`src/rtl/srb_pkg.sv`:
```
package srb_pkg;

  localparam int NUM_HALF = 2;

  typedef enum logic {
    CLS_FR = 1'b0,
    CLS_FW = 1'b1
  } bit_class_e;

  typedef enum logic [2:0] {
    ST_IDLE = 3'd0,
    ST_LOOK = 3'd1,
    ST_PRE  = 3'd2,
    ST_ACT  = 3'd3,
    ST_ACC  = 3'd4,
    ST_PALL = 3'd5
  } srb_state_e;

endpackage

```
`src/rtl/srb_open_row.sv`:
```
// Open-row tracker for one half of the split buffer.
module srb_open_row #(
  parameter int ROW_W = 14
) (
  input  logic             clk,
  input  logic             rst_n,
  input  logic             upd,
  input  logic             clr,
  input  logic [ROW_W-1:0] new_row,
  output logic             open_valid,
  output logic [ROW_W-1:0] open_row
);

  logic             valid_q, valid_d;
  logic [ROW_W-1:0] row_q, row_d;

  always_comb begin
    valid_d = valid_q;
    row_d   = row_q;
    if (clr) begin
      valid_d = 1'b0;
    end else if (upd) begin
      valid_d = 1'b1;
      row_d   = new_row;
    end
  end

  always_ff @(posedge clk or negedge rst_n) begin
    if (!rst_n) begin
      valid_q <= 1'b0;
      row_q   <= '0;
    end else begin
      valid_q <= valid_d;
      row_q   <= row_d;
    end
  end

  assign open_valid = valid_q;
  assign open_row   = row_q;

  // without an update or clear, the half keeps its state
  a_r5_half_undisturbed: assert property (@(posedge clk) disable iff (!rst_n)
    (!upd && !clr) |=> ($stable(valid_q) && $stable(row_q)));

  // a clear empties the half
  a_r7_clear_empties: assert property (@(posedge clk) disable iff (!rst_n)
    clr |=> !valid_q);

endmodule

```
`src/rtl/srb_sequencer.sv`:
```
// One-request-at-a-time command sequencer.
module srb_sequencer
  import srb_pkg::*;
(
  input  logic clk,
  input  logic rst_n,
  input  logic req_valid,
  input  logic pre_all,
  input  logic lk_valid,
  input  logic lk_match,
  output logic req_ready,
  output logic accept,
  output logic cmd_pre,
  output logic cmd_act,
  output logic cmd_pre_both,
  output logic acc_cyc,
  output logic acc_hit
);

  srb_state_e state_q, state_d;
  logic       hit_q, hit_d;

  always_comb begin
    state_d = state_q;
    hit_d   = hit_q;
    case (state_q)
      ST_IDLE: begin
        if (pre_all)        state_d = ST_PALL;
        else if (req_valid) state_d = ST_LOOK;
      end
      ST_LOOK: begin
        hit_d = lk_valid && lk_match;
        if (lk_valid && lk_match) state_d = ST_ACC;
        else if (lk_valid)        state_d = ST_PRE;
        else                      state_d = ST_ACT;
      end
      ST_PRE:  state_d = ST_ACT;
      ST_ACT:  state_d = ST_ACC;
      ST_ACC:  state_d = ST_IDLE;
      ST_PALL: state_d = ST_IDLE;
      default: state_d = ST_IDLE;
    endcase
  end

  always_ff @(posedge clk or negedge rst_n) begin
    if (!rst_n) begin
      state_q <= ST_IDLE;
      hit_q   <= 1'b0;
    end else begin
      state_q <= state_d;
      hit_q   <= hit_d;
    end
  end

  assign req_ready    = (state_q == ST_IDLE) && !pre_all;
  assign accept       = req_valid && req_ready;
  assign cmd_pre      = (state_q == ST_PRE);
  assign cmd_act      = (state_q == ST_ACT);
  assign cmd_pre_both = (state_q == ST_PALL);
  assign acc_cyc      = (state_q == ST_ACC);
  assign acc_hit      = hit_q;

  // a precharge is always followed by an activate
  a_r4_pre_then_act: assert property (@(posedge clk) disable iff (!rst_n)
    cmd_pre |=> cmd_act);

  // an activate is followed by the access
  a_r3_act_then_access: assert property (@(posedge clk) disable iff (!rst_n)
    cmd_act |=> acc_cyc);

  // no second request accepted right after one
  a_r6_busy_after_accept: assert property (@(posedge clk) disable iff (!rst_n)
    accept |=> !req_ready);

endmodule

```
`src/rtl/srb_steer.sv`:
```
// Data and strobe steering to the selected half.
module srb_steer #(
  parameter int COL_W  = 6,
  parameter int DATA_W = 32
) (
  input  logic              clk,
  input  logic              rst_n,
  input  logic              acc,
  input  logic              cls,
  input  logic              wr,
  input  logic [COL_W-1:0]  col,
  input  logic [DATA_W-1:0] wdata,
  input  logic [DATA_W-1:0] fr_rdata,
  input  logic [DATA_W-1:0] fw_rdata,
  output logic              buf_sel,
  output logic [COL_W-1:0]  buf_col,
  output logic [DATA_W-1:0] buf_wdata,
  output logic              fr_we,
  output logic              fw_we,
  output logic [DATA_W-1:0] rdata
);

  localparam int NH = srb_pkg::NUM_HALF;

  logic [NH-1:0]     we_vec;
  logic [DATA_W-1:0] rd_vec [NH];

  assign rd_vec[0] = fr_rdata;
  assign rd_vec[1] = fw_rdata;

  for (genvar g = 0; g < NH; g++) begin : g_we
    assign we_vec[g] = acc && wr && (cls == g[0]);
  end

  assign fr_we     = we_vec[0];
  assign fw_we     = we_vec[1];
  assign buf_sel   = cls;
  assign buf_col   = col;
  assign buf_wdata = wdata;
  assign rdata     = rd_vec[cls];

  // at most one half written, and only in the access cycle
  a_r8_single_strobe: assert property (@(posedge clk) disable iff (!rst_n)
    $onehot0({fr_we, fw_we}) && ((fr_we || fw_we) -> acc));

endmodule

```
`src/rtl/split_rowbuf_ctrl.sv`:
```
module split_rowbuf_ctrl #(
  parameter int ROW_W  = 14,
  parameter int COL_W  = 6,
  parameter int DATA_W = 32
) (
  input  logic              clk,
  input  logic              rst_n,
  input  logic              req_valid,
  output logic              req_ready,
  input  logic              req_class,
  input  logic [ROW_W-1:0]  req_row,
  input  logic [COL_W-1:0]  req_col,
  input  logic              req_write,
  input  logic [DATA_W-1:0] req_wdata,
  input  logic              pre_all,
  output logic              cmd_pre,
  output logic              cmd_act,
  output logic              cmd_pre_both,
  output logic              cmd_class,
  output logic [ROW_W-1:0]  cmd_row,
  output logic              rsp_done,
  output logic              rsp_hit,
  output logic              rsp_miss,
  output logic              buf_sel,
  output logic [COL_W-1:0]  buf_col,
  output logic [DATA_W-1:0] buf_wdata,
  output logic              fr_we,
  output logic              fw_we,
  input  logic [DATA_W-1:0] fr_rdata,
  input  logic [DATA_W-1:0] fw_rdata,
  output logic [DATA_W-1:0] rdata
);

  localparam int NH = srb_pkg::NUM_HALF;

  logic              accept, acc_cyc, acc_hit;
  logic              lat_cls_q, lat_cls_d, lat_wr_q, lat_wr_d;
  logic [ROW_W-1:0]  lat_row_q, lat_row_d;
  logic [COL_W-1:0]  lat_col_q, lat_col_d;
  logic [DATA_W-1:0] lat_wd_q, lat_wd_d;
  logic [NH-1:0]     half_valid;
  logic [ROW_W-1:0]  half_row [NH];
  logic              lk_valid, lk_match;

  // request capture, enabled by acceptance
  always_comb begin
    lat_cls_d = lat_cls_q;
    lat_wr_d  = lat_wr_q;
    lat_row_d = lat_row_q;
    lat_col_d = lat_col_q;
    lat_wd_d  = lat_wd_q;
    if (accept) begin
      lat_cls_d = req_class;
      lat_wr_d  = req_write;
      lat_row_d = req_row;
      lat_col_d = req_col;
      lat_wd_d  = req_wdata;
    end
  end

  always_ff @(posedge clk or negedge rst_n) begin
    if (!rst_n) begin
      lat_cls_q <= 1'b0;
      lat_wr_q  <= 1'b0;
      lat_row_q <= '0;
      lat_col_q <= '0;
      lat_wd_q  <= '0;
    end else begin
      lat_cls_q <= lat_cls_d;
      lat_wr_q  <= lat_wr_d;
      lat_row_q <= lat_row_d;
      lat_col_q <= lat_col_d;
      lat_wd_q  <= lat_wd_d;
    end
  end

  for (genvar g = 0; g < NH; g++) begin : g_half
    srb_open_row #(.ROW_W(ROW_W)) u_half (
      .clk        (clk),
      .rst_n      (rst_n),
      .upd        (cmd_act && (lat_cls_q == g[0])),
      .clr        (cmd_pre_both),
      .new_row    (lat_row_q),
      .open_valid (half_valid[g]),
      .open_row   (half_row[g])
    );
  end

  assign lk_valid = half_valid[lat_cls_q];
  assign lk_match = (half_row[lat_cls_q] == lat_row_q);

  srb_sequencer u_seq (
    .clk          (clk),
    .rst_n        (rst_n),
    .req_valid    (req_valid),
    .pre_all      (pre_all),
    .lk_valid     (lk_valid),
    .lk_match     (lk_match),
    .req_ready    (req_ready),
    .accept       (accept),
    .cmd_pre      (cmd_pre),
    .cmd_act      (cmd_act),
    .cmd_pre_both (cmd_pre_both),
    .acc_cyc      (acc_cyc),
    .acc_hit      (acc_hit)
  );

  srb_steer #(.COL_W(COL_W), .DATA_W(DATA_W)) u_steer (
    .clk       (clk),
    .rst_n     (rst_n),
    .acc       (acc_cyc),
    .cls       (lat_cls_q),
    .wr        (lat_wr_q),
    .col       (lat_col_q),
    .wdata     (lat_wd_q),
    .fr_rdata  (fr_rdata),
    .fw_rdata  (fw_rdata),
    .buf_sel   (buf_sel),
    .buf_col   (buf_col),
    .buf_wdata (buf_wdata),
    .fr_we     (fr_we),
    .fw_we     (fw_we),
    .rdata     (rdata)
  );

  assign cmd_class = lat_cls_q;
  assign cmd_row   = lat_row_q;
  assign rsp_done  = acc_cyc;
  assign rsp_hit   = acc_cyc && acc_hit;
  assign rsp_miss  = acc_cyc && !acc_hit;

  // outcome flags exclusive and tied to the access cycle
  a_r9_outcome_flags: assert property (@(posedge clk) disable iff (!rst_n)
    (rsp_done -> (rsp_hit ^ rsp_miss)) && (!rsp_done -> !(rsp_hit || rsp_miss)));

  // a hit is never preceded by an activate
  a_r2_hit_without_act: assert property (@(posedge clk) disable iff (!rst_n)
    (rsp_hit && !$past(rsp_done)) |-> !$past(cmd_act));

  // precharge-all leaves both halves empty
  a_r7_both_empty: assert property (@(posedge clk) disable iff (!rst_n)
    cmd_pre_both |=> (half_valid == '0));

  // an activate makes the addressed half open
  a_r3_act_opens: assert property (@(posedge clk) disable iff (!rst_n)
    cmd_act |=> half_valid[$past(lat_cls_q)]);

endmodule

```
`config.mk`:
```
export PLATFORM = sky130hd
export DESIGN_NAME = split_rowbuf_ctrl
export DESIGN_NICKNAME = d
export VERILOG_FILES = /design/src/rtl/srb_pkg.sv /design/src/rtl/srb_open_row.sv /design/src/rtl/srb_sequencer.sv /design/src/rtl/srb_steer.sv /design/src/rtl/split_rowbuf_ctrl.sv
export SDC_FILE = /design/constraint.sdc
export NUM_CORES = 1
export LEC_CHECK = 0
export ABC_AREA = 1
export BUFFER_PORTS_ARGS = -buffer_cell sky130_fd_sc_hd__buf_2
export CORE_ASPECT_RATIO = 0.9
export CORE_MARGIN = 2
export CORE_UTILIZATION = 35
export DETAILED_ROUTE_END_ITERATION = 10
export GPL_ROUTABILITY_DRIVEN = 1
export PLACE_DENSITY = 0.72
export RECOVER_POWER = 25
export SYNTH_ARGS = -nofsm -noshare
export SYNTH_HDL_FRONTEND = slang
export SYNTH_SLANG_ARGS = --single-unit
```
`constraint.sdc`:
```
create_clock -name clk -period 1.9 [get_ports clk]
set_input_delay 0.475 -clock clk [delete_from_list [all_inputs] [get_ports clk]]
set_output_delay 0.475 -clock clk [all_outputs]
set_load 0.005 [all_outputs]
```
# After elaboration in Yosys (flattened, before gate mapping)
# Cells that the tools add are included.
# totals
regBits	88
wordCells	57
inputBits	122
# classes
muxes	17
reduce_logical	17
n_eq_ne	7
n_bitwise	3
n_lt_le_gt_ge	2
# ops
op	count
32-bit two-way mux	3
14-bit two-way mux	3
14-bit equality test	1
3-bit case mux with 4 select lines	1
1-bit logical AND	10
3-bit two-way mux	3
1-bit two-way mux	7
3-bit by 2-bit equality test with 1-bit output (second input constant)	2
3-bit equality test (second input constant)	2
2-bit AND reduction	2
2-bit nonzero test	2
3-bit by 1-bit equality test with 1-bit output (second input constant)	1
3-bit zero test	1
3-bit inequality test (second input constant)	1
2-bit greater-or-equal comparator (second input constant)	1
1-bit zero test	2
1-bit by 2-bit < comparator with 1-bit output (second input constant)	1
1-bit inverter	2
1-bit inverter with 2-bit output	1

# Longest topological paths before layout
# Gate-level depths: netlist of the first run.
# depth
depth_word	8
depth_mapped	13
mapped_depth_nobuf	11

# By module
# Synthesis of the first run repeated with hierarchy kept, for this count alone.
# hier_totals
hier_cells	574
hier_area_um2	4738.3
# modules_own_cells
module	cells_each	n_inst	area_per_inst_um2
split_rowbuf_ctrl	268	1	2539.9
srb_open_row	64	2	591.8
srb_steer	146	1	785.8
srb_sequencer	32	1	229.0

# Least setup slack after synthesis of the first run
# No wires, ideal clock.
# synth_timing
path_type	reg2out
start	register lat_cls_q, in the netlist cmd_class
end	output rdata[10]
stages_incl_launch_ff	7
arrival_ns	1.171
setup_slack_ns	0.254
n_path_buf	3
path_cell_list	dfrtp_1 -> buf_4 -> inv_2 -> buf_4 -> clkbuf_1 -> nand2_1 -> nand2_1
# synth_between
elab_chain_len	4
# synth_rtl
element	line	text
start, declared	split_rowbuf_ctrl.sv:37	logic lat_cls_q, lat_cls_d, lat_wr_q, lat_wr_d;
start signal, assigned	split_rowbuf_ctrl.sv:69	lat_cls_q <= lat_cls_d;
1-bit inverter with 2-bit output (implied by the code)	srb_steer.sv:40	assign rdata = rd_vec[cls];
32-bit two-way mux (implied by the code) (3 in series)	srb_steer.sv:40	
end, declared	split_rowbuf_ctrl.sv:31	output logic [DATA_W-1:0] rdata
# No other way between the ends. The select of a mux whose other input is x is not followed.

# Worst setup path in the final report of the first run
# layout_timing
start	register u_seq.state_q[1]
end	output cmd_act
# layout_between
elab_chain_len	1
# layout_rtl
element	line	text
start, declared	srb_sequencer.sv:20	srb_state_e state_q, state_d;
start signal, assigned	srb_sequencer.sv:50	state_q <= state_d;
3-bit by 2-bit equality test with 1-bit output	srb_sequencer.sv:58	assign cmd_act = (state_q == ST_ACT);
end, declared	split_rowbuf_ctrl.sv:17	output logic cmd_act,
# No other way between the ends.

==> results of run 1 <==
[flip-flops by register name, summed over array words and instances, names as in the netlist]
signal                    cells
lat_wd_q                     32
g_half.u_half.open_row       28
cmd_row                      14
lat_col_q                     6
u_seq.state_q                 3
g_half.u_half.open_valid      2
cmd_class                     1
lat_wr_q                      1
u_seq.acc_hit                 1
[per-layer routing]
| metal | global-route usage [%] | vias up | share of wire [%] |
|---|---|---|---|
| met1 | 22.50 | 1812 | 44 |
| met2 | 27.52 | 149 | 46 |
| met4 | 5.378 | 0 | 1.3 |
| met5 | 0 | - | 0 |
| met3 | 6.013 | 8 | 8.4 |
| li1 | - | 1993 | - |
[logic make-up after synthesis]
family	count (synthesis)	share of synthesized area, %
and+or+nand+nor	258	24.30
buffers and inverters	59	7.213
muxes	39	10.38
DFF	88	52.02
AOI/OAI and AO/OA	50	6.089
[through the flow]
step | hold WS [ns] | area, µm²
after floorplan | 0.1794 | 4233
after global placement | 0.4323 | 5479
after detailed placement | 0.4283 | 5479
after CTS | 0.06358 | 5802
after global routing | 0.2266 | 5791
final | 0.1749 | 5791
[power by group]
group / internal (mW) / switching, mW / leakage [nW]
registers: 2.76 / 0.541 / 1.08
logic: 1.84 / 2.14 / 1.96
clock network: 1.16 / 0.751 / 0.149
[what timing repair did]
action | in CTS | in global routing
pin swaps | 0 | 1
endpoints found under the setup margin | 2 | 8
setup buffers | 0 | 1
resized for setup | 1 | 5
[path summary, 6_finish.rpt]
path / endpoint / slack, ns / depth (start not counted)
worst max-delay path: cmd_act / 0.08 / 4
worst min-delay path: g_half[0].u_half.open_row[13] / 0.17 / 1
worst max register to register: lat_wd_q[29] / 0.20 / 5
worst min register to register: g_half[0].u_half.open_row[6] / 0.49 / 2
max in group asynchronous: u_seq.state_q[1] / 0.42 / 2
min in group clk: cmd_row[7] / 0.35 / 3
[final cells by class]
type / instances / area (µm²) / share of cell area, %
Tap cell: 160 / 200.2 / 3.457
Timing Repair Buffer: 229 / 1202 / 20.76
Clock buffer: 10 / 229.0 / 3.954
Multi-Input combinational cell: 347 / 1735 / 29.97
Inverter: 34 / 127.6 / 2.204
Sequential cell: 88 / 2203 / 38.05
Clock inverter: 6 / 92.59 / 1.599
[critical path, stage by stage (launching register included)]
cell and delay (ns):
dfrtp_2 0.44, buf_4 0.13, inv_2 0.04, nor3_4 0.23
buf_2 0.17
[layout by cell type, fill, tap and decap left out, types with 3 or more instances in the layout]
| cell | n |
|---|---|
| o21ai_1 | 10 |
| nand2_1 | 219 |
| clkbuf_2 | 3 |
| nand2_2 | 3 |
| dfrtp_1 | 87 |
| inv_1 | 31 |
| nand3_1 | 17 |
| clkbuf_16 | 9 |
| buf_4 | 8 |
| nor2_1 | 13 |
| mux2_2 | 39 |
| inv_2 | 3 |
| buf_2 | 215 |
| o21ai_0 | 37 |
==> results.cfg, run 1 <==
[status]
outcome = finished clean

[timing]
finClkSkew_ns = 0.005980
worst_slew_pin_slew_ns = 0.8383
relSlewSlack_pct = 44.11
rsz0062_at_grt = false
finalCriticalPeriod_ns = 1.824
setup_violations = 0
fin_setup_tns_ns = 0
period_share_pct = 96.01
setup_ws_ns = 0.07573
clock.fmax_mhz = 548.2
finalMaxSlewViolations = 0
timing_hold_violations_final = 0

[cells_and_area]
area_growth_pct = 36.80
fin_nets = 831
layout-drive-gt1-share_pct = 41.32
antenna_cells = 0
post_layout_nonfiller_instances = 874
fillers = 1181
final_util_pct = 48.52

[placed_design]
gp_congestion = 0.7751
pre_cts_slack_ns = 0.2058
dp_cells = 857
detailed_place_hpwl_um = 8265
port_buffers = 216

[flow_run]
maxCapViolCount = 0

[yosys]
yosysWarnings = 0
yosysUniqueCellTypes = 21
synth_most_common_cell = nand2_1
syn_area_um2 = 4233
yosysTopAreaCell = dfrtp_1
ys.flop_type = dfrtp_1
syn_inst = 494
synth-seq-area-share_pct = 52.02
synth_edf_count = 0
ys_async_sr_fraction_pct = 100.0
synth.cells.most_frequent = nand2_1, dfrtp_1, mux2_2
syn_avg_cell_area_um2 = 8.568
synth_top_area_share_pct = 52.02
synth-seq-cells = 88
syn_nets = 616
ys_top_cells_by_area = dfrtp_1, nand2_1, mux2_2, o21ai_0, inv_1

[drt]
vias_per_cell = 4.533
drtIter0Drc = 177
ant_nets = 0
remaining_drc_errors = 0
wl_per_cell_um = 12.65
wirelength_um = 11060
drtPass1Iterations = 5
num_vias = 3962

[worst_setup_path]
cp_data_required_time_ns = 1.42
path_class = reg2out
arrival_ns = 1.35
cp_max_fo = 4
end_kind = output pin
worstReg2RegStart = u_seq.state_q[2]
cp-start-kind = register
crit_path_start = u_seq.state_q[1]

[power_and_ir_drop]
p_total_mw = 9.181
leakage_nw = 3.193
pwr_density_cell_nw_per_um2 = 1585
irDropWorstVdd_mv = 0.9099

[global_route]
grt_max_degree = 54
grt_pass1_wl_um = 17910
grt-ovfl-total = 0
grt_pass1_vias = 3700
antenna_found_initial = 0
grtUsageTotal_pct = 17.37

[clock_network]
clock_sinks = 88
htreeDepth = 3
numCtsBuffers = 9
hold_buffers = 0
cts_tree = done
clockRootBuffer = clkbuf_16
clockBufferDepth = 2
clk-insertion-delay-late_ns = 0.34
clk_pin_slew_ns = 0.06

[floorplanning]
pin_count = 217
start_util_pct = 35.47
rows = 38
die_y_um = 108.3
dieArea_um2 = 12990
core_um2 = 11930
die_w_um = 119.9

[min_path]
hp-class = in2async
No activity file was read; power rests on OpenSTA's default activity.
==> inputs of run 2 (changes only) <==
--- a/config.mk
+++ b/config.mk
@@ -5,15 +5,15 @@
 export SDC_FILE = /design/constraint.sdc
 export NUM_CORES = 1
 export LEC_CHECK = 0
-export ABC_AREA = 1
 export BUFFER_PORTS_ARGS = -buffer_cell sky130_fd_sc_hd__buf_2
 export CORE_ASPECT_RATIO = 0.9
 export CORE_MARGIN = 2
 export CORE_UTILIZATION = 35
 export DETAILED_ROUTE_END_ITERATION = 10
 export GPL_ROUTABILITY_DRIVEN = 1
-export PLACE_DENSITY = 0.72
+export PLACE_DENSITY = 0.73
 export RECOVER_POWER = 25
+export SLEW_MARGIN = 20
 export SYNTH_ARGS = -nofsm -noshare
 export SYNTH_HDL_FRONTEND = slang
 export SYNTH_SLANG_ARGS = --single-unit
==> constraint.sdc (replaced) <==
create_clock -name clk -period 1.9 [get_ports clk]
set_input_delay 0.475 -clock clk [delete_from_list [all_inputs] [get_ports clk]]
set_output_delay 0.475 -clock clk [all_outputs]
set_load 0.01 [all_outputs]
==> run 2 against run 1 <==
Against the previous run:
- the run now ends with negative setup slack left
- via count down 20%
- synthesized area down 4.3%
- setup slack lost 0.21 ns
==> results.cfg, run 2 <==
[timing]
fin_setup_tns_ns = -3.511
hold_ws_ns = 0.2314
setup_violations = 36
finClkSkew_ns = 0.009625
period_share_pct = 106.9
finalMaxSlewViolations = 0
worst_slew_pin_slew_ns = 0.8473
finalCriticalPeriod_ns = 2.032
relSlewSlack_pct = 43.52
rsz0062_at_grt = true
setup_ws_ns = -0.1319
timing_hold_violations_final = 0
clock.fmax_mhz = 492.1

[yosys]
synth_most_common_cell = mux2_2
synth_edf_count = 0
ys.flop_type = dfrtp_1
synth_compound_area_share_pct = 1.328
synth_mux_area_share_pct = 34.91
synth-seq-cells = 88
yosysUniqueCellTypes = 28
yosys.area_share.simple_pct = 3.707
syn_avg_cell_area_um2 = 14.21
synth_top_family_by_area = multiplexers
yosysTopAreaCell = dfrtp_1
synth_xor_area_share_pct = 3.244
syn_nets = 407
ys_async_sr_fraction_pct = 100.0
yosysWarnings = 0
syn_inst = 285
synth_top_area_share_pct = 54.37
synth.cells.most_frequent = mux2_2, dfrtp_1, xor2_1
syn_area_um2 = 4050
synth-seq-area-share_pct = 54.37
ys_top_cells_by_area = dfrtp_1, mux2_2, xor2_1, mux2i_1, clkbuf_1
yosys.area_share.adder_pct = 0

[floorplanning]
die_w_um = 117.4
dieArea_um2 = 12450
pin_count = 217
rows = 37
die_y_um = 106.1
start_util_pct = 35.71
core_um2 = 11340

[global_route]
grtUsageTotal_pct = 18.11
grt_pass1_wl_um = 17530
grt-ovfl-total = 0
grt_max_degree = 47
grt_pass1_vias = 3277
antenna_found_initial = 0

[power_and_ir_drop]
leakage_nw = 2.960
pwr_density_cell_nw_per_um2 = 1654
p_total_mw = 9.793
irDropWorstVdd_mv = 0.9633

[clock_network]
clockRootBuffer = clkbuf_16
clock_sinks = 88
clk_pin_slew_ns = 0.06
numCtsBuffers = 9
htreeDepth = 3
clk-insertion-delay-late_ns = 0.34
hold_buffers = 0
clockBufferDepth = 2
cts_tree = done

[cells_and_area]
antenna_cells = 0
final_common_cell = buf_2
layout-drive-gt1-share_pct = 72.12
area_growth_pct = 46.15
final_area_um2 = 5919
regMostFlops = lat_wd_q
fin_nets = 639
final_cell_mix = buf_2, mux2_2, dfrtp_1, buf_6, xor2_1
largest_reg_flops = 32

[placed_design]
postPlaceCellArea_um2 = 5409
detailed_place_hpwl_um = 8838
port_buffers = 216
gp_congestion = 0.9320

[drt]
num_vias = 3165
wl_per_cell_um = 16.77
drtPass1Iterations = 4
vias_per_cell = 4.682
remaining_drc_errors = 0
drtIter0Drc = 116
ant_nets = 0
wirelength_um = 11340

[worst_setup_path]
cp_data_required_time_ns = 2.14
worstReg2RegStart = cmd_class
crit_path_start = cmd_class
cp-start-kind = register
end_kind = register
arrival_ns = 2.27
path_class = reg2reg
cp_max_fo = 8

[flow_run]
maxCapViolCount = 0

[status]
violations = negative setup slack
outcome = finished with violations

[min_path]
hp-class = in2async
run 2: cells by family after synthesis:
kind of cell,Yosys count
XOR/XNOR,15
flip-flops,88
AO/OA/AOI/OAI,7
multiplexers,127
buffers and inverters,19
AND/OR/NAND/NOR,29
run 2: critical path, stage by stage (launching register included):
cell and delay [ns]:
dfrtp_4 0.51, buf_6 0.16, mux2i_1 0.17, xor2_1 0.18, nand4_1 0.13, or4_4 0.55, a221oi_2 0.23
run 2: path summary, 6_finish.rpt:
| check | cells after the start | to | slack [ns] |
|---|---|---|---|
| hold / removal | 1 | lat_wd_q[18] | 0.23 |
| min in group clk | 2 | lat_wd_q[5] | 0.36 |
| setup reg to reg | 6 | u_seq.state_q[2] | -0.13 |
| setup / recovery | 6 | u_seq.state_q[2] | -0.13 |
| max in group asynchronous | 2 | cmd_row[1] | 0.39 |
| hold reg to reg | 1 | g_half[0].u_half.open_valid | 0.48 |
run 2: routing by layer:
metal	track usage [%]	routed length, µm
met5	0	0
met4	6.024	300
met3	5.204	703
met2	32.41	5889
met1	20.93	4443
run 2: power by group:
group | internal [mW] | total, mW | leakage, nW | switching [mW]
Sequential | 2.81 | 3.48 | 1.06 | 0.669
Clock | 1.17 | 1.86 | 0.154 | 0.687
Combinational | 2.49 | 4.46 | 1.74 | 1.97
Total | 6.47 | 9.79 | 2.96 | 3.32
run 2: stage by stage:
| step | util [%] | worst slack, ns | std cells |
|---|---|---|---|
| 6_report | 52.19 | -0.1319 | 676 |
| 4_1_cts | 51.80 | -0.1438 | 675 |
| 3_3_place_gp | 47.69 | -0.1135 | 657 |
| 3_5_place_dp | 47.69 | -0.1691 | 657 |
| 2_1_floorplan | - | -0.06682 | 285 |
| 5_1_grt | 52.19 | -0.2331 | 676 |
run 2: cell type report:
class / count / area (µm²)
fill: 990 / 5423
multi-input combinational: 178 / 1794
clock inverter: 4 / 70.07
inverter: 3 / 11.26
timing repair buffer: 237 / 1403
tap: 156 / 195.2
sequential: 88 / 2207
clock buffer: 10 / 239.0
run 2: timing repair:
action,in CTS,in global routing
gates resized for setup,28,16
endpoints found under the setup margin,42,43
setup buffers,4,1
pin swaps,1,1
==> inputs of run 3 (changes only) <==
--- a/config.mk
+++ b/config.mk
@@ -6,12 +6,14 @@
 export NUM_CORES = 1
 export LEC_CHECK = 0
 export BUFFER_PORTS_ARGS = -buffer_cell sky130_fd_sc_hd__buf_2
+export CELL_PAD_IN_SITES_DETAIL_PLACEMENT = 1
+export CELL_PAD_IN_SITES_GLOBAL_PLACEMENT = 2
 export CORE_ASPECT_RATIO = 0.9
 export CORE_MARGIN = 2
-export CORE_UTILIZATION = 35
+export CORE_UTILIZATION = 28
 export DETAILED_ROUTE_END_ITERATION = 10
 export GPL_ROUTABILITY_DRIVEN = 1
-export PLACE_DENSITY = 0.73
+export PLACE_DENSITY = 0.89
 export RECOVER_POWER = 25
 export SLEW_MARGIN = 20
 export SYNTH_ARGS = -nofsm -noshare
==> run 3 against run 2 <==
Against the previous run:
- the flow finishes with violations (max-capacitance violations, max-slew violations, negative setup slack)
- routed wire length grew 4.8%
- sequential share of layout area down 0.16 points
- critical path depth fell by 2
- critical path type is now reg2out
- cell area grew 0.49%
- sequential power barely moved
- critical endpoint is now rdata[18]
- setup slack lost 0.057 ns
- worst hold slack better by 0.13 ns
- largest cell class unchanged
==> results.cfg, run 3 (synthesis results as in run 2) <==
[status]
outcome = finished with violations
violations = max-capacitance violations, max-slew violations, negative setup slack

[placed_design]
port_buffers = 216
postPlaceCellArea_um2 = 5483
dp_cells = 696
gp_congestion = 0.7667
detailed_place_hpwl_um = 9061
pre_cts_slack_ns = -0.2177

[global_route]
grt-ovfl-total = 0
grt_max_degree = 40
grtUsageTotal_pct = 15.06
grt_pass1_vias = 3573
grt_pass1_wl_um = 17870
antenna_found_initial = 0

[clock_network]
numCtsBuffers = 9
clk-insertion-delay-late_ns = 0.34
clk_pin_slew_ns = 0.06
cts_tree = done
htreeDepth = 3
clock_sinks = 88
clockRootBuffer = clkbuf_16
hold_buffers = 0
clockBufferDepth = 2

[timing]
setup_violations = 35
timing_hold_violations_final = 0
finalMaxSlewViolations = 29
rsz0062_at_grt = true
fin_setup_tns_ns = -5.792
finalCriticalPeriod_ns = 2.089
setup_ws_ns = -0.1892
period_share_pct = 110.0
hold_ws_ns = 0.3608
finClkSkew_ns = 0.005175
relSlewSlack_pct = -3.847
worst_slew_pin_slew_ns = 1.558
clock.fmax_mhz = 478.7

[drt]
drtIter0Drc = 62
drtPass1Iterations = 4
ant_nets = 0
wirelength_um = 11880
wl_per_cell_um = 16.41
remaining_drc_errors = 0
vias_per_cell = 4.554
num_vias = 3297

[min_path]
hp-class = in2reg

[worst_setup_path]
r2r_end = u_seq.state_q[1]
path_class = reg2out
arrival_ns = 1.61
cp-start-kind = register
cp-endpoint = rdata[18]
end_kind = output pin
crit_path_start = cmd_class
cp_data_required_time_ns = 1.42
worstReg2RegStart = cmd_class
cp_max_fo = 13
reg2regPathDepth = 6
ff2ff_setup_slack_ns = -0.19

[flow_run]
maxCapViolCount = 1

[floorplanning]
dieArea_um2 = 15440
die_w_um = 130.8
pin_count = 217
rows = 41
start_util_pct = 28.81
core_um2 = 14060
die_y_um = 118.1

[cells_and_area]
final_cell_mix = buf_2, mux2_2, dfrtp_1, buf_4, xor2_1
antenna_cells = 0
final_common_cell = buf_2
largest_reg_flops = 32
regMostFlops = lat_wd_q
post_layout_nonfiller_instances = 724
final_area_um2 = 5948
area_growth_pct = 46.86
fin_nets = 648
layout-drive-gt1-share_pct = 73.45
final_util_pct = 42.32

[power_and_ir_drop]
leakage_nw = 2.949
irDropWorstVdd_mv = 0.8030
pwr_density_cell_nw_per_um2 = 1634
p_total_mw = 9.722
run 3: cell types whose count changed in the layout (fill, tap and decap cells not counted), moves of 2 or more:
cell and delta:
clkbuf_2 -2, buf_6 -16, buf_2 +13, bufinv_16 -2, buf_4 +11, mux2i_2 +2, mux2i_1 -2, clkinvlp_4 +4
run 3: where the power goes:
group          leakage [nW]  switching, mW  internal (mW)  total, mW
clock                 0.127          0.745          0.923       1.67
sequential             1.06          0.663           2.82       3.48
combinational          1.76           2.03           2.55       4.57
total                  2.95           3.44           6.29       9.72
run 3: worst max-delay path, stage by stage (launching register included):
cell	delay, ns
dfrtp_4	0.51
buf_4	0.18
clkbuf_16	0.17
mux2_2	0.27
buf_2	0.14
run 3: worst min path at each step:
| stage | endpoint | from | slack [ns] | cells after the start |
|---|---|---|---|---|
| 5_1_grt | lat_wd_q[29] | req_wdata[29] | 0.35 | 2 |
| 3_5_place_dp | cmd_row[5] | rst_n | 0.44 | 1 |
| 2_1_floorplan | cmd_class | rst_n | 0.18 | 0 |
| 3_3_place_gp | cmd_row[5] | rst_n | 0.43 | 1 |
| 6_report | cmd_row[11] | req_row[11] | 0.36 | 2 |
| 4_1_cts | cmd_row[5] | rst_n | 0.06 | 1 |
run 3: repair_timing:
action / CTS / global route
buffers inserted: 4 / 7
setup endpoints to repair: 42 / 40
gates cloned: 0 / 1
pin swaps: 3 / 9
gates resized for setup: 8 / 19
run 3: per-layer routing:
layer / GRT usage (%) / share of wire (%)
met3: 6.727 / 11
met2: 27.80 / 54
met4: 3.391 / 0.73
met1: 15.38 / 35
met5: 0 / 0
run 3: final cells by class:
class                           count  area (µm²)
Tap cell                          193       241.5
Fill cell                        1593        8108
Timing Repair Buffer              246        1404
Clock buffer                       10       239.0
Multi-Input combinational cell    178        1800
Sequential cell                    88        2208
Inverter                            3       11.26
Clock inverter                      6       43.79
